==> config.mk <==
export PLATFORM = sky130hd
export DESIGN_NAME = irq_cascade_pair
export DESIGN_NICKNAME = d
export VERILOG_FILES = /design/src/rtl/pic_cascade_pkg.sv /design/src/rtl/pic_io_decode.sv /design/src/rtl/pic_trig_regs.sv /design/src/rtl/pic_resolver_unit.sv /design/src/rtl/irq_cascade_pair.sv
export SDC_FILE = /design/constraint.sdc
export NUM_CORES = 1
export LEC_CHECK = 0
export BUFFER_PORTS_ARGS = -buffer_cell sky130_fd_sc_hd__buf_4
export CAP_MARGIN = 40
export CORE_ASPECT_RATIO = 1.4
export CORE_UTILIZATION = 40
export DETAILED_ROUTE_END_ITERATION = 16
export PLACE_DENSITY_LB_ADDON = 0.05
export REMOVE_ABC_BUFFERS = 1
export SLEW_MARGIN = 20
export SYNTH_ARGS = -nofsm -noshare
export SYNTH_HDL_FRONTEND = slang
export SYNTH_HIERARCHICAL = 1
export SYNTH_SLANG_ARGS = --single-unit
==> constraint.sdc <==
create_clock -name clk -period 4 [get_ports clk]
set_input_delay 0.4 -clock clk [delete_from_list [all_inputs] [get_ports clk]]
set_output_delay 0.4 -clock clk [all_outputs]
set_load 0.02 [all_outputs]
==> src/rtl/pic_cascade_pkg.sv <==
package pic_cascade_pkg;
    typedef enum logic [1:0] {
        U_RUN,
        U_GET_BASE,
        U_GET_CASC,
        U_GET_MODE
    } unit_state_e;

    typedef enum logic {
        VEC_IDLE,
        VEC_SHOW
    } vec_state_e;
endpackage

==> src/rtl/pic_io_decode.sv <==
module pic_io_decode #(
    parameter int         ADDR_W      = 16,
    parameter logic [15:0] MASTER_ADDR = 16'h0020,
    parameter logic [15:0] SLAVE_ADDR  = 16'h00A0,
    parameter logic [15:0] TRIG_ADDR   = 16'h04D0
) (
    input  logic [ADDR_W-1:0] addr_i,
    output logic              hit_m_o,
    output logic              hit_s_o,
    output logic              hit_t_o,
    output logic              odd_o
);
    // Each window is a byte pair; bit 0 picks the register inside it.
    assign hit_m_o = (addr_i[ADDR_W-1:1] == MASTER_ADDR[ADDR_W-1:1]);
    assign hit_s_o = (addr_i[ADDR_W-1:1] == SLAVE_ADDR[ADDR_W-1:1]);
    assign hit_t_o = (addr_i[ADDR_W-1:1] == TRIG_ADDR[ADDR_W-1:1]);
    assign odd_o   = addr_i[0];
endmodule

==> src/rtl/pic_trig_regs.sv <==
module pic_trig_regs #(
    parameter int         LINES   = 8,
    parameter logic [7:0] KEEP_M  = 8'hF8,
    parameter logic [7:0] KEEP_S  = 8'hDE
) (
    input  logic                  clk,
    input  logic                  rst_n,
    input  logic                  wr_i,
    input  logic                  sel_i,
    input  logic [LINES-1:0]      wdata_i,
    output logic [1:0][LINES-1:0] trig_o
);
    for (genvar g = 0; g < 2; g++) begin : g_reg
        localparam logic [LINES-1:0] KEEP = (g == 0) ? KEEP_M[LINES-1:0] : KEEP_S[LINES-1:0];
        logic [LINES-1:0] val_q;
        always_ff @(posedge clk or negedge rst_n) begin
            if (!rst_n) begin
                val_q <= '0;
            end else if (wr_i && (sel_i == g[0])) begin
                val_q <= wdata_i & KEEP;
            end
        end
        assign trig_o[g] = val_q;
    end
endmodule

==> src/rtl/pic_resolver_unit.sv <==
module pic_resolver_unit
    import pic_cascade_pkg::*;
#(
    parameter int         LINES      = 8,
    parameter logic [7:0] RESET_BASE = 8'h08
) (
    input  logic                     clk,
    input  logic                     rst_n,
    input  logic [LINES-1:0]         req_lvl_i,
    input  logic [LINES-1:0]         force_set_i,
    input  logic [LINES-1:0]         trig_i,
    input  logic                     wr_i,
    input  logic                     odd_i,
    input  logic [7:0]               wdata_i,
    input  logic                     ack_i,
    output logic                     valid_o,
    output logic [$clog2(LINES)-1:0] win_o,
    output logic [7:0]               base_o,
    output logic [7:0]               rd_even_o,
    output logic [7:0]               rd_odd_o
);
    localparam int         IDX_W     = $clog2(LINES);
    localparam int         PRI_W     = IDX_W + 1;
    localparam logic [PRI_W-1:0] NONE = PRI_W'(LINES);
    localparam logic [7:0] BASE_KEEP = ~8'(LINES - 1);

    unit_state_e      state_q, state_d;
    logic [LINES-1:0] irr_q, irr_d, isr_q, isr_d, mask_q, mask_d, prev_q, prev_d;
    logic [7:0]       base_q, base_d;
    logic             need_mode_q, need_mode_d, show_isr_q, show_isr_d;
    logic [PRI_W-1:0] pend_pri, serv_pri;
    logic [LINES-1:0] pending, rise, ack_bit, clr;
    logic             cmd_wr, data_wr, is_init, is_sel, eoi_any, eoi_one;

    assign pending = irr_q & ~mask_q;

    // Fixed priority search: index 0 is the most urgent.
    always_comb begin
        pend_pri = NONE;
        serv_pri = NONE;
        for (int i = LINES - 1; i >= 0; i--) begin
            if (pending[i]) pend_pri = PRI_W'(i);
            if (isr_q[i])   serv_pri = PRI_W'(i);
        end
    end

    assign valid_o = (pend_pri < serv_pri);
    assign win_o   = pend_pri[IDX_W-1:0];
    assign base_o  = base_q;

    assign cmd_wr  = wr_i & ~odd_i;
    assign data_wr = wr_i & odd_i;
    assign is_init = cmd_wr & wdata_i[4];
    assign is_sel  = cmd_wr & ~wdata_i[4] & wdata_i[3];
    assign eoi_any = cmd_wr & ~wdata_i[4] & ~wdata_i[3] & (wdata_i[7:5] == 3'b001);
    assign eoi_one = cmd_wr & ~wdata_i[4] & ~wdata_i[3] & (wdata_i[7:5] == 3'b011);

    // State register
    always_ff @(posedge clk or negedge rst_n) begin
        if (!rst_n) begin
            state_q     <= U_RUN;
            irr_q       <= '0;
            isr_q       <= '0;
            mask_q      <= '0;
            prev_q      <= '0;
            base_q      <= RESET_BASE & BASE_KEEP;
            need_mode_q <= 1'b0;
            show_isr_q  <= 1'b0;
        end else begin
            state_q     <= state_d;
            irr_q       <= irr_d;
            isr_q       <= isr_d;
            mask_q      <= mask_d;
            prev_q      <= prev_d;
            base_q      <= base_d;
            need_mode_q <= need_mode_d;
            show_isr_q  <= show_isr_d;
        end
    end

    // Next-state and datapath update
    always_comb begin
        state_d     = state_q;
        base_d      = base_q;
        mask_d      = mask_q;
        need_mode_d = need_mode_q;
        show_isr_d  = show_isr_q;
        prev_d      = req_lvl_i;
        rise        = req_lvl_i & ~prev_q;
        ack_bit     = '0;
        clr         = '0;
        if (ack_i && valid_o) ack_bit[win_o] = 1'b1;
        irr_d = (((irr_q & ~ack_bit) | rise | force_set_i) & ~trig_i) | (req_lvl_i & trig_i);
        if (eoi_any && (serv_pri != NONE)) clr[serv_pri[IDX_W-1:0]] = 1'b1;
        if (eoi_one) clr[wdata_i[IDX_W-1:0]] = 1'b1;
        isr_d = (isr_q | ack_bit) & ~clr;

        if (is_init) begin
            mask_d      = '0;
            irr_d       = req_lvl_i & trig_i;
            prev_d      = '0;
            show_isr_d  = 1'b0;
            need_mode_d = wdata_i[0];
            state_d     = U_GET_BASE;
        end else if (is_sel && wdata_i[1]) begin
            show_isr_d = wdata_i[0];
        end

        if (data_wr) begin
            unique case (state_q)
                U_RUN:      mask_d  = wdata_i[LINES-1:0];
                U_GET_BASE: begin
                    base_d  = wdata_i & BASE_KEEP;
                    state_d = U_GET_CASC;
                end
                U_GET_CASC: state_d = need_mode_q ? U_GET_MODE : U_RUN;
                U_GET_MODE: state_d = U_RUN;
            endcase
        end
    end

    // Read outputs
    always_comb begin
        rd_even_o = show_isr_q ? 8'(isr_q) : 8'(irr_q);
        rd_odd_o  = 8'(mask_q);
    end
endmodule

==> src/rtl/irq_cascade_pair.sv <==
module irq_cascade_pair
    import pic_cascade_pkg::*;
#(
    parameter int          UNIT_LINES     = 8,
    parameter int          CASCADE_LINE   = 2,
    parameter logic [15:0] MASTER_ADDR    = 16'h0020,
    parameter logic [15:0] SLAVE_ADDR     = 16'h00A0,
    parameter logic [15:0] TRIG_ADDR      = 16'h04D0,
    parameter logic [7:0]  MASTER_KEEP    = 8'hF8,
    parameter logic [7:0]  SLAVE_KEEP     = 8'hDE,
    parameter logic [7:0]  MASTER_RST_BASE = 8'h08,
    parameter logic [7:0]  SLAVE_RST_BASE  = 8'h70
) (
    input  logic                    clk,
    input  logic                    rst_n,
    input  logic [2*UNIT_LINES-1:0] req_i,
    input  logic [15:0]             io_addr_i,
    input  logic [7:0]              io_wdata_i,
    input  logic                    io_wr_i,
    input  logic                    io_rd_i,
    output logic [7:0]              io_rdata_o,
    input  logic                    inta_i,
    output logic                    int_o,
    output logic [7:0]              vec_o,
    output logic                    vec_vld_o
);
    localparam int               IDX_W    = $clog2(UNIT_LINES);
    localparam logic [IDX_W-1:0] CASC_IDX = IDX_W'(CASCADE_LINE);
    localparam logic [7:0]       SPUR     = 8'(UNIT_LINES - 1);

    logic hit_m, hit_s, hit_t, odd;
    logic [1:0][UNIT_LINES-1:0] trig;
    logic [UNIT_LINES-1:0] m_force, s_force;
    logic m_valid, s_valid, s_ack;
    logic [IDX_W-1:0] m_win, s_win;
    logic [7:0] m_base, s_base, m_rd_even, m_rd_odd, s_rd_even, s_rd_odd;
    logic [7:0] vec_d, vec_q;
    vec_state_e vstate_q, vstate_d;

    pic_io_decode #(
        .ADDR_W(16), .MASTER_ADDR(MASTER_ADDR), .SLAVE_ADDR(SLAVE_ADDR), .TRIG_ADDR(TRIG_ADDR)
    ) u_dec (
        .addr_i(io_addr_i), .hit_m_o(hit_m), .hit_s_o(hit_s), .hit_t_o(hit_t), .odd_o(odd)
    );

    pic_trig_regs #(
        .LINES(UNIT_LINES), .KEEP_M(MASTER_KEEP), .KEEP_S(SLAVE_KEEP)
    ) u_trig (
        .clk(clk), .rst_n(rst_n), .wr_i(io_wr_i & hit_t), .sel_i(odd),
        .wdata_i(io_wdata_i[UNIT_LINES-1:0]), .trig_o(trig)
    );

    // The secondary's request pulses primary input 2; held off during the
    // acknowledge edge so the post-acknowledge state decides the next pulse.
    always_comb begin
        m_force               = '0;
        m_force[CASCADE_LINE] = s_valid & ~inta_i;
        s_force               = '0;
    end

    assign s_ack = inta_i & m_valid & (m_win == CASC_IDX);

    pic_resolver_unit #(.LINES(UNIT_LINES), .RESET_BASE(MASTER_RST_BASE)) u_master (
        .clk(clk), .rst_n(rst_n), .req_lvl_i(req_i[UNIT_LINES-1:0]), .force_set_i(m_force),
        .trig_i(trig[0]), .wr_i(io_wr_i & hit_m), .odd_i(odd), .wdata_i(io_wdata_i),
        .ack_i(inta_i), .valid_o(m_valid), .win_o(m_win), .base_o(m_base),
        .rd_even_o(m_rd_even), .rd_odd_o(m_rd_odd)
    );

    pic_resolver_unit #(.LINES(UNIT_LINES), .RESET_BASE(SLAVE_RST_BASE)) u_slave (
        .clk(clk), .rst_n(rst_n), .req_lvl_i(req_i[2*UNIT_LINES-1:UNIT_LINES]), .force_set_i(s_force),
        .trig_i(trig[1]), .wr_i(io_wr_i & hit_s), .odd_i(odd), .wdata_i(io_wdata_i),
        .ack_i(s_ack), .valid_o(s_valid), .win_o(s_win), .base_o(s_base),
        .rd_even_o(s_rd_even), .rd_odd_o(s_rd_odd)
    );

    assign int_o = m_valid;

    // Vector selection through the cascade
    always_comb begin
        if (!m_valid)              vec_d = m_base + SPUR;
        else if (m_win != CASC_IDX) vec_d = m_base + 8'(m_win);
        else if (s_valid)          vec_d = s_base + 8'(s_win);
        else                       vec_d = s_base + SPUR;
    end

    always_comb begin
        vstate_d = inta_i ? VEC_SHOW : VEC_IDLE;
    end

    // State register for the acknowledge path
    always_ff @(posedge clk or negedge rst_n) begin
        if (!rst_n) begin
            vstate_q <= VEC_IDLE;
            vec_q    <= '0;
        end else begin
            vstate_q <= vstate_d;
            if (inta_i) vec_q <= vec_d;
        end
    end

    // Outputs
    always_comb begin
        unique case (vstate_q)
            VEC_IDLE: vec_vld_o = 1'b0;
            VEC_SHOW: vec_vld_o = 1'b1;
        endcase
        vec_o      = vec_q;
        io_rdata_o = '0;
        if (io_rd_i) begin
            if (hit_m)      io_rdata_o = odd ? m_rd_odd : m_rd_even;
            else if (hit_s) io_rdata_o = odd ? s_rd_odd : s_rd_even;
            else if (hit_t) io_rdata_o = 8'(trig[odd]);
        end
    end
endmodule

Word-level counts from Yosys, hierarchy flattened
Cells that the tools add are included.
{"block": "word_totals", "output_inout_bits": 18, "word_cells": 214, "input_bits": 45, "ff_bits": 102}
{"block": "op_classes", "bitwise_logic": 58, "n_eq_ne": 15, "n_addsub": 4, "n_reduce_logical": 19, "n_lt_le_gt_ge": 13, "muxes": 85}
{"op": "8-bit 2-to-1 mux", "n": 29}
{"op": "4-bit 2-to-1 mux", "n": 32}
{"op": "8-bit AND", "n": 12}
{"op": "8-bit inverter", "n": 10}
{"op": "8-bit bitwise OR", "n": 8}
{"op": "1-bit AND", "n": 22}
{"op": "3-bit by 4-bit < comparator with 1-bit output (second input constant)", "n": 5}
{"op": "8-bit by 3-bit adder with 8-bit output", "n": 2}
{"op": "8-bit by 3-bit adder with 8-bit output (second input constant)", "n": 2}
{"op": "1-bit demux with 3-bit select", "n": 5}
{"op": "15-bit by 10-bit equality test with 1-bit output (second input constant)", "n": 1}
{"op": "15-bit by 5-bit equality test with 1-bit output (second input constant)", "n": 1}
{"op": "15-bit by 7-bit equality test with 1-bit output (second input constant)", "n": 1}
{"op": "3-bit by 1-bit greater-or-equal comparator with 1-bit output (second input constant)", "n": 5}
{"op": "1-bit logical AND", "n": 13}
{"op": "2-bit 2-to-1 mux", "n": 6}
{"op": "2-bit one-hot mux with 3 select lines", "n": 2}
{"op": "1-bit 2-to-1 mux", "n": 10}
{"op": "2-bit equality test (second input constant)", "n": 4}
{"op": "4-bit < comparator", "n": 2}
{"op": "4-bit inequality test (second input constant)", "n": 2}
{"op": "8-bit by 3-bit bitwise OR with 8-bit output", "n": 1}
{"op": "3-bit by 2-bit equality test with 1-bit output (second input constant)", "n": 2}
{"op": "1-bit inverter", "n": 5}
{"op": "8 further kinds", "n": 12}

Depth between registers and ports, before layout
Gate-level depths: netlist (run 1).
{"block": "depth", "depth_word": 22, "depth_mapped": 17, "depth_no_buf": 17}

Modules after synthesis
The synthesis (run 1) kept the hierarchy.
{"mod": "pic_resolver_unit (u_master)", "seq_area_each_um2": 1027.2, "cells_per_inst": 267, "area_per_inst_um2": 2452.4, "instances": 1}
{"mod": "pic_resolver_unit (u_slave)", "seq_area_each_um2": 1029.7, "cells_per_inst": 257, "area_per_inst_um2": 2436.1, "instances": 1}
{"mod": "irq_cascade_pair", "seq_area_each_um2": 225.2, "cells_per_inst": 181, "area_per_inst_um2": 1501.4, "instances": 1}
{"mod": "pic_trig_regs", "seq_area_each_um2": 275.3, "cells_per_inst": 30, "area_per_inst_um2": 488.0, "instances": 1}
{"mod": "pic_io_decode", "seq_area_each_um2": 0.0, "cells_per_inst": 11, "area_per_inst_um2": 92.6, "instances": 1}

Worst setup path before layout (run 1)
OpenSTA, ideal clock, no wires.
{"block": "synth_path", "path_kind": "register -> register", "startpoint": "register u_master.isr_q[0]", "endpoint": "register u_slave.irr_q[6]", "path_buffers": 0, "synth_period_minus_slack_ns": 4.197, "stages_incl_launch_ff": 13, "path_slack_ns": -0.197, "arrival_ns": 4.076, "required_ns": 3.880, "setup_time_ns": 0.120, "path_cell_list": "dfrtp_1 nor4_2 nand3_1 ha_1 a211oi_1 a21bo_2 o21ai_0 nand2_1 nor2_1 inv_1 or3_1 a211o_1 a41o_1"}
{"block": "synth_between", "elab_chain_len": 12}
{"item": "from (decl)", "line": "pic_resolver_unit.sv:28", "text": "logic [LINES-1:0] irr_q, irr_d, isr_q, isr_d, mask_q, mask_d, prev_q, prev_d;"}
{"item": "from (signal assigned)", "line": "pic_resolver_unit.sv:72", "text": "isr_q <= isr_d;"}
{"item": "4-bit 2-to-1 mux", "line": "pic_resolver_unit.sv:43", "text": "if (isr_q[i]) serv_pri = PRI_W'(i);"}
{"item": "4-bit < comparator", "line": "pic_resolver_unit.sv:47", "text": "assign valid_o = (pend_pri < serv_pri);"}
{"item": "net int_o", "line": "irq_cascade_pair.sv:23", "text": "output logic int_o,"}
{"item": "1-bit AND (2 in a row)", "line": "irq_cascade_pair.sv:61", "text": "assign s_ack = inta_i & m_valid & (m_win == CASC_IDX);"}
{"item": "net s_ack", "line": "irq_cascade_pair.sv:34", "text": "logic m_valid, s_valid, s_ack;"}
{"item": "1-bit logical AND", "line": "pic_resolver_unit.sv:92", "text": "if (ack_i && valid_o) ack_bit[win_o] = 1'b1;"}
{"item": "8-bit 2-to-1 mux", "line": "pic_resolver_unit.sv:92"}
{"item": "8-bit inverter", "line": "pic_resolver_unit.sv:93", "text": "irr_d = (((irr_q & ~ack_bit) | rise | force_set_i) & ~trig_i) | (req_lvl_i & trig_i);"}
{"item": "8-bit AND", "line": "pic_resolver_unit.sv:93"}
{"item": "8-bit bitwise OR", "line": "pic_resolver_unit.sv:93"}
{"item": "8-bit AND", "line": "pic_resolver_unit.sv:93"}
{"item": "8-bit bitwise OR", "line": "pic_resolver_unit.sv:93"}
{"item": "8-bit 2-to-1 mux", "line": "pic_resolver_unit.sv:98", "text": "if (is_init) begin"}
{"item": "net u_slave.irr_d[6]", "line": "pic_resolver_unit.sv:28"}
{"item": "to (signal assigned)", "line": "pic_resolver_unit.sv:71", "text": "irr_q <= irr_d;"}
{"item": "to (decl)", "line": "pic_resolver_unit.sv:28"}
The timed path passes the listed nets, and every way through them passes these cells.
A chain may end at the register's enable or synchronous reset.

Final worst setup path (run 1)
{"block": "layout_path", "startpoint": "register u_master.mask_q[1], in the netlist u_master/rd_odd_o[1]", "endpoint": "register u_slave.isr_q[6]"}
{"block": "layout_between", "elab_chain_len": 11, "elab_cells_between_ends": 12, "cone_classes": "1 x order compare; 1 x eq/ne; 3 x mux; 6 x bitwise; 1 x reduce/logical"}
{"item": "from (decl)", "line": "pic_resolver_unit.sv:28"}
{"item": "from (signal assigned)", "line": "pic_resolver_unit.sv:73", "text": "mask_q <= mask_d;"}
{"item": "8-bit inverter (*)", "line": "pic_resolver_unit.sv:35", "text": "assign pending = irr_q & ~mask_q;"}
{"item": "8-bit AND (*)", "line": "pic_resolver_unit.sv:35"}
{"item": "4-bit 2-to-1 mux (*) (2 in a row)", "line": "pic_resolver_unit.sv:42", "text": "if (pending[i]) pend_pri = PRI_W'(i);"}
{"item": "4-bit < comparator", "line": "pic_resolver_unit.sv:47"}
{"item": "1-bit AND", "line": "irq_cascade_pair.sv:61"}
{"item": "1-bit AND (*)", "line": "irq_cascade_pair.sv:61"}
{"item": "net s_ack", "line": "irq_cascade_pair.sv:34"}
{"item": "1-bit logical AND (*)", "line": "pic_resolver_unit.sv:92"}
{"item": "8-bit 2-to-1 mux (*)", "line": "pic_resolver_unit.sv:92"}
{"item": "8-bit bitwise OR (*)", "line": "pic_resolver_unit.sv:96", "text": "isr_d = (isr_q | ack_bit) & ~clr;"}
{"item": "8-bit AND (*)", "line": "pic_resolver_unit.sv:96"}
{"item": "net u_slave.isr_d[6]", "line": "pic_resolver_unit.sv:28"}
{"item": "to (signal assigned)", "line": "pic_resolver_unit.sv:72"}
{"item": "to (decl)", "line": "pic_resolver_unit.sv:28"}
The timed path passes the listed nets; every way through them passes the cells marked *.

==> results of run 1 <==
==> state kept, by name, summed over array words and instances, names as in the netlist <==
signal	cells
u_master/isr_q	8
u_master/show_isr_q	1
u_slave/need_mode_q	1
u_master/base_o	5
u_slave/base_o	5
u_trig/g.val_q	11
vec_o	8
u_slave/irr_q	8
u_master/need_mode_q	1
u_slave/show_isr_q	1
vstate_q	1
u_master/prev_q	8
u_master/rd_odd_o	8
u_slave/prev_q	8
u_master/state_q	2
u_slave/rd_odd_o	8
u_slave/state_q	2
u_slave/isr_q	8
u_master/irr_q	8
==> layer usage <==
metal | GRT usage [%] | up-vias
met5 | 0 | -
met4 | 8.46 | 0
met1 | 30.1 | 2866
met3 | 2.83 | 29
met2 | 45.1 | 109
li1 | - | 2822
==> per-stage QoR <==
| step | instances | worst slack [ns] | utilization [%] | area [µm²] |
|---|---|---|---|---|
| after CTS | 1060 | 0.214 | 47.6 | 8040 |
| after floorplan | 735 | -0.197 | - | 6830 |
| after global routing | 1060 | 0.0401 | 47.7 | 8050 |
| after global placement | 1044 | 0.334 | 45.6 | 7700 |
| after detailed placement | 1044 | 0.228 | 45.6 | 7700 |
| final | 1060 | 0.386 | 47.7 | 8050 |
==> critical path: cells and delay by family, from the launching register on <==
family | cells | cell delay (ns)
buffers and inverters | 1 | 0.15
adders and majority gates | 1 | 0.32
AOI/OAI and AO/OA | 5 | 1.30
DFF | 1 | 0.39
and+or+nand+nor | 6 | 1.37
==> Yosys cell counts (9+ instances only) <==
cell type and number:
sky130_fd_sc_hd__dfrtp_1 98, sky130_fd_sc_hd__nand2_1 84, sky130_fd_sc_hd__nor2_1 41, sky130_fd_sc_hd__a21oi_1 35, sky130_fd_sc_hd__mux2_2 35, sky130_fd_sc_hd__o21ai_0 35
sky130_fd_sc_hd__nand2b_1 30, sky130_fd_sc_hd__inv_1 27, sky130_fd_sc_hd__and2_1 26, sky130_fd_sc_hd__mux2i_1 23, sky130_fd_sc_hd__nor2b_1 23, sky130_fd_sc_hd__a31oi_1 13
sky130_fd_sc_hd__ha_1 13, sky130_fd_sc_hd__buf_4 12, sky130_fd_sc_hd__o21ai_1 12, sky130_fd_sc_hd__xor2_1 11, sky130_fd_sc_hd__nor3_1 10, sky130_fd_sc_hd__a211oi_1 9
sky130_fd_sc_hd__mux2_4 9, sky130_fd_sc_hd__nand3_1 9, sky130_fd_sc_hd__o211a_1 9, sky130_fd_sc_hd__o211ai_1 9
==> power breakdown <==
group | leakage, nW | switching, mW | internal (mW)
Combinational | 2.29 | 0.190 | 0.133
Sequential | 1.22 | 0.0316 | 1.06
Clock | 0.162 | 0.408 | 0.583
==> cell type report <==
cell class | instances | area [µm²] | area share (%)
Clock inverter | 5 | 81.3 | 1.01
Clock buffer | 11 | 253 | 3.14
Sequential cell | 102 | 2560 | 31.8
Tap cell | 232 | 290 | 3.61
Multi-Input combinational cell | 605 | 4180 | 52.0
Inverter | 28 | 105 | 1.31
Timing Repair Buffer | 77 | 578 | 7.18
==> logic make-up after synthesis <==
kind of cell,Yosys count,share of synthesized area (%)
simple gates,287,23.1
compound gates,192,19.3
flops,102,36.7
mux,67,10.9
buf+inv,62,4.76
xor+xnor,17,2.14
fa+ha+maj,15,2.91
other cells,4,0.215
==> how the worst max path moves through the flow <==
| stage | start | endpoint |
|---|---|---|
| after CTS | u_slave/irr_q[6]$_DFF_PN0_ | vec_o[1]$_DFFE_PN0P_ |
| after detailed placement | u_slave/irr_q[6]$_DFF_PN0_ | vec_o[1]$_DFFE_PN0P_ |
| after floorplan | u_master/isr_q[0]$_DFF_PN0_ | u_slave/irr_q[6]$_DFF_PN0_ |
| final | u_master/rd_odd_o[1]$_DFF_PN0_ | u_slave/isr_q[6]$_DFF_PN0_ |
| after global routing | u_master/irr_q[0]$_DFF_PN0_ | u_slave/isr_q[6]$_DFF_PN0_ |
| after global placement | u_slave/irr_q[6]$_DFF_PN0_ | vec_o[1]$_DFFE_PN0P_ |
==> what timing repair did <==
action,4_1_cts,5_1_grt
hold endpoints to repair,0,0
hold buffers,0,0
resized for setup,0,4
endpoints found under the setup margin,0,8
==> flow_metrics.tcl, run 1 <==
set metrics [dict create \
    post-route-period-util_pct 90.3 \
    placement.io_buffers 62 \
    core-area_mm2 0.0169 \
    start_util_pct 41.3 \
    most_common_cell_after_layout_fill_and_taps_aside "sky130_fd_sc_hd__dfrtp_1" \
    drv_cap 0 \
    rrSetupSlack_ns 0.39 \
    worst-path-max-fanout 6 \
    worstSkewPairLatency_ns 0.36 \
    die_width_um 114 \
    post-synth-top-area-cell "sky130_fd_sc_hd__dfrtp_1" \
    num_io_pins 63 \
    dr.max_layer_used "met4" \
    floorplan.die_area_mm2 0.0180 \
    cellLeakagePower_nw 3.68 \
    wl_met1_um 8920 \
    routed_wirelength_um 21000 \
    sum_of_net_half_perimeters_after_detailed_placement_um 16000 \
    report.final.slew_viol_count 0 \
    vdd.ir_drop.worst_uv 182 \
    final_layout_size_suffix_gt1_share_pct 21.5 \
    grt_pass1_wl_um 33500 \
    drt-wirelength-per-cell_um 19.8 \
    n_antenna_cell 0 \
    timing_worst_setup_path_type "flip-flop to flip-flop" \
    clock-root-buffer "sky130_fd_sc_hd__clkbuf_16" \
    mostFrequentLayoutCells "98 x sky130_fd_sc_hd__dfrtp_1, 83 x sky130_fd_sc_hd__nand2_1, 77 x sky130_fd_sc_hd__buf_4, 41 x sky130_fd_sc_hd__nor2_1" \
    cp-end-kind "flip-flop" \
    avgSynthCellArea_um2 9.34 \
    ant_nets 0 \
    h_tree_depth_reported_by_cts 3 \
    globalplace.congestion 0.907 \
    required_ns 4.27 \
    grt_setup_unrepaired "false" \
    synthesis.yosys.warnings 6 \
    fin_total_pwr_mw 2.40 \
    die_height_um 158 \
    area_growth_syn_to_layout_pct 15.4 \
    max_slew.worst_pin.slew_ns 0.644 \
    number_of_antenna_violations_at_the_first_check_in_global_routing 0 \
    synthesis.instances 746 \
    synth-main-ff-cell "sky130_fd_sc_hd__dfrtp_1" \
    skew_ns 0.00510 \
    ff2ff_path_depth 13 \
    std_cell_rows 56 \
    synth_area_leaders "sky130_fd_sc_hd__dfrtp_1 35%, sky130_fd_sc_hd__mux2_2 5.7%, sky130_fd_sc_hd__nand2_1 4.5%" \
    finalNetCount 883 \
    crit_path_frequent_cell "sky130_fd_sc_hd__nor2_1" \
    synth_register_bits 102 \
    synth_async_sr_flop_share_pct 100 \
    cts_setup_buffers 0 \
    netlist.area_leader.share_pct 35.2 \
    normalized_max_slew_margin_pct 57.1 \
    clock-sinks 102 \
    max_stage_delay_ns 0.39 \
    detailroute.wirelength.met2_um 11000 \
    cts_inserted_buffers 9 \
    achievable-frequency_ghz 0.277 \
    global_route.overflow_total 0 \
    total_power_per_unit_cell_area_mw_per_mm2 299 \
    n_fill_cell 1655 \
    syn-cell-area_mm2 0.00697 \
    ys_seq_area_share_pct 36.7 \
    cts_buffer_depth 2 \
    period_minus_slack_ns 3.61 \
    critPathArrivalTime_ns 3.88 \
    largest_net_degree_at_the_start_of_global_routing 46 \
    met3_wirelength_um 571 \
    cp_cell_sequence "or2b_2 -> nand4_1 -> nor2_1 -> ha_1 -> a211oi_1 -> a21bo_2 -> o21ai_1 -> nand2_2 -> nor2_1 -> inv_1 -> or3_1 -> a211o_1 -> a221oi_2" \
    cts_tree "done" \
    routed_via_density 5.50 \
    clk_transition_reported_paths_ns 0.07 \
    grt_pass1_vias 5916 \
    minimum_hold_slack_ns 0.0517 \
    via_count 5826 \
    status "completed" \
    worst_r2r_endpoint "u_slave/isr_q[6]$_DFF_PN0_" \
    drtIter0Drc 300 \
    timing.setup.tns_ns 0 \
    setup.worst_path.start_class "flip-flop" \
    firstDrtPassIters 5 \
    setup-violations-final 0 \
    remaining_drc_errors 0 \
    final_hold_viol_count 0 \
    synth_edf_count 0 \
    ys_types 87 \
    hold_class "primary input to asynchronous set/reset pin" \
    crit_slowest_cell "sky130_fd_sc_hd__dfrtp_1" \
    global_route_usage_over_all_layers_pct 24.8 \
    regToRegStartpoint "u_master/rd_odd_o[1]$_DFF_PN0_" \
]
(Power assumes the default switching activity.)
==> run 2: changes to the inputs <==
--- a/config.mk
+++ b/config.mk
@@ -10,6 +10,7 @@
 export CORE_ASPECT_RATIO = 1.4
 export CORE_UTILIZATION = 40
 export DETAILED_ROUTE_END_ITERATION = 16
+export HOLD_SLACK_MARGIN = 0.1
 export PLACE_DENSITY_LB_ADDON = 0.05
 export REMOVE_ABC_BUFFERS = 1
 export SLEW_MARGIN = 20
==> flow_metrics.tcl, run 2 (synthesized netlist as in run 1, its figures left out) <==
set metrics [dict create \
    grt_setup_unrepaired "false" \
    core-area_mm2 0.0169 \
    largest-register "u_trig/g.val_q" \
    global_route_usage_over_all_layers_pct 24.8 \
    most_common_cell_after_layout_fill_and_taps_aside "sky130_fd_sc_hd__dfrtp_1" \
    number_of_antenna_violations_at_the_first_check_in_global_routing 0 \
    multi_input_area_mm2 0.00418 \
    die_height_um 158 \
    floorplan.die_area_mm2 0.0180 \
    final_hold_viol_count 0 \
    minimum_hold_slack_ns 0.257 \
    finalNetCount 884 \
    grt_pass1_wl_um 33600 \
    normalized_max_slew_margin_pct 56.8 \
    drt-wirelength-per-cell_um 19.8 \
    regToRegStartpoint "u_master/rd_odd_o[1]$_DFF_PN0_" \
    cts_inserted_buffers 9 \
    worst_min_path_start "req_i[13]" \
    critPathArrivalTime_ns 3.88 \
    cts_tree "done" \
    report.final.slew_viol_count 0 \
    vdd.ir_drop.worst_uv 183 \
    clock-sinks 102 \
    cp-end-kind "flip-flop" \
    largest_register_ffs 11 \
    hold_class "primary input to flip-flop" \
    area_growth_syn_to_layout_pct 15.6 \
    layout.area.seq_mm2 0.00256 \
    remaining_drc_errors 0 \
    status "completed" \
    n_fill_cell 1654 \
    via_count 5840 \
    skew_ns 0.00471 \
    mostFrequentLayoutCells "98 x sky130_fd_sc_hd__dfrtp_1, 83 x sky130_fd_sc_hd__nand2_1, 77 x sky130_fd_sc_hd__buf_4, 41 x sky130_fd_sc_hd__nor2_1" \
    clock-root-buffer "sky130_fd_sc_hd__clkbuf_16" \
    global_route.overflow_total 0 \
    clk_transition_reported_paths_ns 0.07 \
    globalplace.congestion 0.907 \
    cts_buffer_depth 2 \
    post-route-period-util_pct 90.2 \
    drv_cap 0 \
    routed_via_density 5.50 \
    setup-violations-final 0 \
    largest_net_degree_at_the_start_of_global_routing 46 \
    post-route-worst-setup-slack_ns 0.392 \
    num_io_pins 63 \
    die_width_um 114 \
    drtIter0Drc 316 \
    placement.io_buffers 62 \
    worst-path-max-fanout 6 \
    achievable-frequency_ghz 0.277 \
    period_minus_slack_ns 3.61 \
    max_slew.worst_pin.slew_ns 0.648 \
    cellLeakagePower_nw 3.68 \
    routed_wirelength_um 21000 \
    sum_of_net_half_perimeters_after_detailed_placement_um 16000 \
    final_layout_size_suffix_gt1_share_pct 21.5 \
    post-place-ws_ns 0.228 \
    required_ns 4.27 \
    start_util_pct 41.3 \
    firstDrtPassIters 7 \
    timing_worst_setup_path_type "flip-flop to flip-flop" \
    total_power_per_unit_cell_area_mw_per_mm2 299 \
    worstSkewPairLatency_ns 0.36 \
    setup.worst_path.start_class "flip-flop" \
    std_cell_rows 56 \
    h_tree_depth_reported_by_cts 3 \
    grt_pass1_vias 5928 \
    critPathLaunch "u_master/rd_odd_o[1]$_DFF_PN0_" \
    n_antenna_cell 0 \
    ant_nets 0 \
]
## run 2: layout make-up
class                   instances  share of cell area [%]
clock buffers                  11                    3.14
clock inverters                 5                    1.01
inverters                      28                    1.30
multi-input cells             605                    51.9
flip-flops and latches        102                    31.7
well taps                     232                    3.60
repair buffers                 78                    7.30
## run 2: critical path, cell delays in order (launching register included)
cell	delay, ns
sky130_fd_sc_hd__dfrtp_1	0.39
sky130_fd_sc_hd__or2b_2	0.32
sky130_fd_sc_hd__nand4_1	0.21
sky130_fd_sc_hd__nor2_1	0.09
sky130_fd_sc_hd__ha_1	0.32
sky130_fd_sc_hd__a211oi_1	0.28
sky130_fd_sc_hd__a21bo_2	0.26
sky130_fd_sc_hd__o21ai_1	0.18
sky130_fd_sc_hd__nand2_2	0.14
sky130_fd_sc_hd__nor2_1	0.22
sky130_fd_sc_hd__inv_1	0.15
sky130_fd_sc_hd__or3_1	0.39
sky130_fd_sc_hd__a211o_1	0.31
sky130_fd_sc_hd__a221oi_2	0.27
## run 2: timing repair
action,CTS,global route
hold buffers,1,0
gates resized for setup,0,4
hold endpoints to repair,43,0
endpoints found under the setup margin,0,8
buffers inserted,0,0
## run 2: path summary, 6_finish.rpt
kind                                                   end  depth (start not counted)  slack (ns)
setup / recovery                u_slave/isr_q[6]$_DFF_PN0_                         13        0.39
hold / removal                 u_slave/prev_q[5]$_DFF_PN0_                          2        0.26
setup reg to reg                u_slave/isr_q[6]$_DFF_PN0_                         13        0.39
hold reg to reg            u_slave/need_mode_q$_DFFE_PN0P_                          2        0.48
max in group asynchronous   u_master/rd_odd_o[5]$_DFF_PN0_                          3        2.46
min in group asynchronous     u_master/prev_q[6]$_DFF_PN0_                          2        0.59
## run 2: routing by layer
metal	vias to the layer above	part of all wire, %	track usage [%]
met5	-	0	0
met4	0	2.5	8.46
met3	32	2.7	2.83
met2	114	52	45.2
met1	2869	42	30.1
li1	2825	-	-
## run 2: through the flow
step	power [mW]	area (µm²)	cells	util, %	TNS [ns]
2_1_floorplan	1.27	6830	735	-	-0.381
6_report	2.41	8060	1061	47.7	0
3_3_place_gp	1.43	7700	1044	45.6	0
3_5_place_dp	1.43	7700	1044	45.6	0
4_1_cts	2.43	8050	1061	47.7	0
5_1_grt	2.52	8060	1061	47.7	0
## run 2: power breakdown
part	switching (mW)	internal (mW)
Combinational	0.190	0.134
Sequential	0.0328	1.06
Clock	0.409	0.583
==> run 3: changes to the inputs <==
--- a/config.mk
+++ b/config.mk
@@ -12,7 +12,6 @@
 export DETAILED_ROUTE_END_ITERATION = 16
 export HOLD_SLACK_MARGIN = 0.1
 export PLACE_DENSITY_LB_ADDON = 0.05
-export REMOVE_ABC_BUFFERS = 1
 export SLEW_MARGIN = 20
 export SYNTH_ARGS = -nofsm -noshare
 export SYNTH_HDL_FRONTEND = slang
==> flow_metrics.tcl, run 3 (synthesized netlist as in run 1, its figures left out) <==
set metrics [dict create \
    clock-root-buffer "sky130_fd_sc_hd__clkbuf_16" \
    worst_r2r_endpoint "u_slave/irr_q[6]$_DFF_PN0_" \
    placed_cells 1044 \
    largest_net_degree_at_the_start_of_global_routing 61 \
    timing.setup.tns_ns 0 \
    report.final.slew_viol_count 0 \
    power.share.switching_pct 27.6 \
    crit_buf_inv 1 \
    cts_tree "done" \
    period_minus_slack_ns 3.72 \
    global_route.overflow_total 0 \
    number_of_antenna_violations_at_the_first_check_in_global_routing 0 \
    status "completed" \
    critPathLaunch "u_master/rd_odd_o[6]$_DFF_PN0_" \
    std_cell_rows 56 \
    internal-power_mw 1.65 \
    share_clk_of_total_power_pct 37.3 \
    achievable-frequency_ghz 0.269 \
    setup-violations-final 0 \
    n_antenna_cell 0 \
    post_layout_nonfiller_instances 1061 \
    worst_path_dominant_cell_family "compound AO/OA/AOI/OAI gates" \
    largest_register_ffs 11 \
    most_common_cell_after_layout_fill_and_taps_aside "sky130_fd_sc_hd__dfrtp_1" \
    worstSkewPairLatency_ns 0.35 \
    grt_pass1_wl_um 33300 \
    setup.worst_path.start_class "flip-flop" \
    normalized_max_slew_margin_pct 55.5 \
    largest-register "u_trig/g.val_q" \
    power_frac_comb_pct 14.7 \
    placement.io_buffers 62 \
    drtIter0Drc 315 \
    clk_transition_reported_paths_ns 0.07 \
    timing_worst_setup_path_type "flip-flop to flip-flop" \
    post-place-ws_ns 0.234 \
    worst_min_path_start "req_i[6]" \
    drt-wirelength-per-cell_um 20.0 \
    sum_of_net_half_perimeters_after_detailed_placement_um 16000 \
    hold_class "primary input to flip-flop" \
    die_height_um 158 \
    routed_wirelength_um 21200 \
    vdd.ir_drop.worst_uv 154 \
    globalplace.congestion 0.912 \
    die_width_um 114 \
    global_route_usage_over_all_layers_pct 24.8 \
    finalNetCount 885 \
    n_fill_cell 1668 \
    post-route-period-util_pct 93.1 \
    cts_inserted_buffers 9 \
    sequentialPowerShare_pct 48.0 \
    required_ns 4.24 \
    clock-sinks 102 \
    final_layout_size_suffix_gt1_share_pct 21.4 \
    max_slew.worst_pin.slew_ns 0.666 \
    p_switching_uw 627 \
    post-route-worst-setup-slack_ns 0.277 \
    finished_cell_area_mm2 0.00803 \
    grt_setup_unrepaired "false" \
    minimum_hold_slack_ns 0.262 \
    max_stage_delay_ns 0.39 \
    cellLeakagePower_nw 3.67 \
    floorplan.die_area_mm2 0.0180 \
    cp_cell_sequence "nand2b_1 -> a221o_1 -> a21oi_1 -> ha_1 -> o21a_1 -> o21ai_0 -> nand2b_1 -> o21ai_1 -> nand2_1 -> nor2_1 -> inv_1 -> or3_1 -> a211o_1 -> a41o_1" \
    critPathArrivalTime_ns 3.97 \
    grt_pass1_vias 5992 \
    routed_via_density 5.55 \
    start_util_pct 41.3 \
    firstDrtPassIters 5 \
    ant_nets 0 \
    crit_slowest_cell "sky130_fd_sc_hd__dfrtp_1" \
    fin_total_pwr_mw 2.27 \
    core-area_mm2 0.0169 \
    via_count 5885 \
    total_power_per_unit_cell_area_mw_per_mm2 283 \
    holdPathStages 2 \
    rrSetupSlack_ns 0.28 \
    worst-path-max-fanout 6 \
    placement.cell_area_mm2 0.00770 \
    num_io_pins 63 \
    remaining_drc_errors 0 \
    final_hold_viol_count 0 \
    crit_path_frequent_cell "sky130_fd_sc_hd__nand2b_1" \
    h_tree_depth_reported_by_cts 3 \
    regToRegStartpoint "u_master/rd_odd_o[6]$_DFF_PN0_" \
    mostFrequentLayoutCells "98 x sky130_fd_sc_hd__dfrtp_1, 84 x sky130_fd_sc_hd__nand2_1, 77 x sky130_fd_sc_hd__buf_4, 41 x sky130_fd_sc_hd__nor2_1" \
    drv_cap 0 \
    cp-end-kind "flip-flop" \
    ff2ff_path_depth 14 \
    final_util_pct 47.6 \
    whs_endpoint "u_master/prev_q[6]$_DFF_PN0_" \
    area_growth_syn_to_layout_pct 15.2 \
    skew_ns 0.00631 \
    cts_buffer_depth 2 \
]
-- run 3: cell count changes in the layout (fill, tap and decap cells not counted), sizes merged --
cell	change
buf	+1
bufinv	-2
clkinv	+1
-- run 3: final cells by class --
class / instances / area, µm² / area share [%]
clock inverters: 4 / 22.5 / 0.280
multi-input cells: 605 / 4190 / 52.1
well taps: 232 / 290 / 3.61
clock buffers: 11 / 253 / 3.15
repair buffers: 79 / 616 / 7.66
inverters: 28 / 105 / 1.31
flip-flops and latches: 102 / 2560 / 31.8
-- run 3: metal layers --
metal / share of wire (%) / wire (µm) / vias up / global-route usage, %
li1: - / - / 2820 / -
met1: 42 / 8950 / 2901 / 29.4
met2: 52 / 11000 / 126 / 45.0
met3: 2.8 / 590 / 38 / 2.95
met4: 3.1 / 649 / 0 / 10.7
met5: 0 / 0 / - / 0
-- run 3: timing repair --
| item | CTS | global route |
|---|---|---|
| gates resized for setup | 0 | 3 |
| hold buffers | 0 | 1 |
| setup endpoints to repair | 0 | 3 |
| setup buffers | 0 | 0 |
| endpoints found under the hold margin | 0 | 6 |
-- run 3: power groups by stage --
stage,registers (mW),logic [mW],clock network [mW]
2_1_floorplan,1.10,0.195,0
3_3_place_gp,1.11,0.323,0
3_5_place_dp,1.11,0.326,0
4_1_cts,1.09,0.328,0.879
5_1_grt,1.10,0.367,0.914
6_report,1.09,0.334,0.848
-- run 3: worst max path at each step --
stage,to,slack (ns),cells after the start
floorplan,u_slave/irr_q[6]$_DFF_PN0_,0.17,12
global placement,u_slave/irr_q[0]$_DFF_PN0_,0.26,13
detailed placement,vec_o[1]$_DFFE_PN0P_,0.23,12
CTS,vec_o[1]$_DFFE_PN0P_,0.22,13
global route,u_slave/isr_q[6]$_DFF_PN0_,0.1,14
finish,u_slave/irr_q[6]$_DFF_PN0_,0.28,14
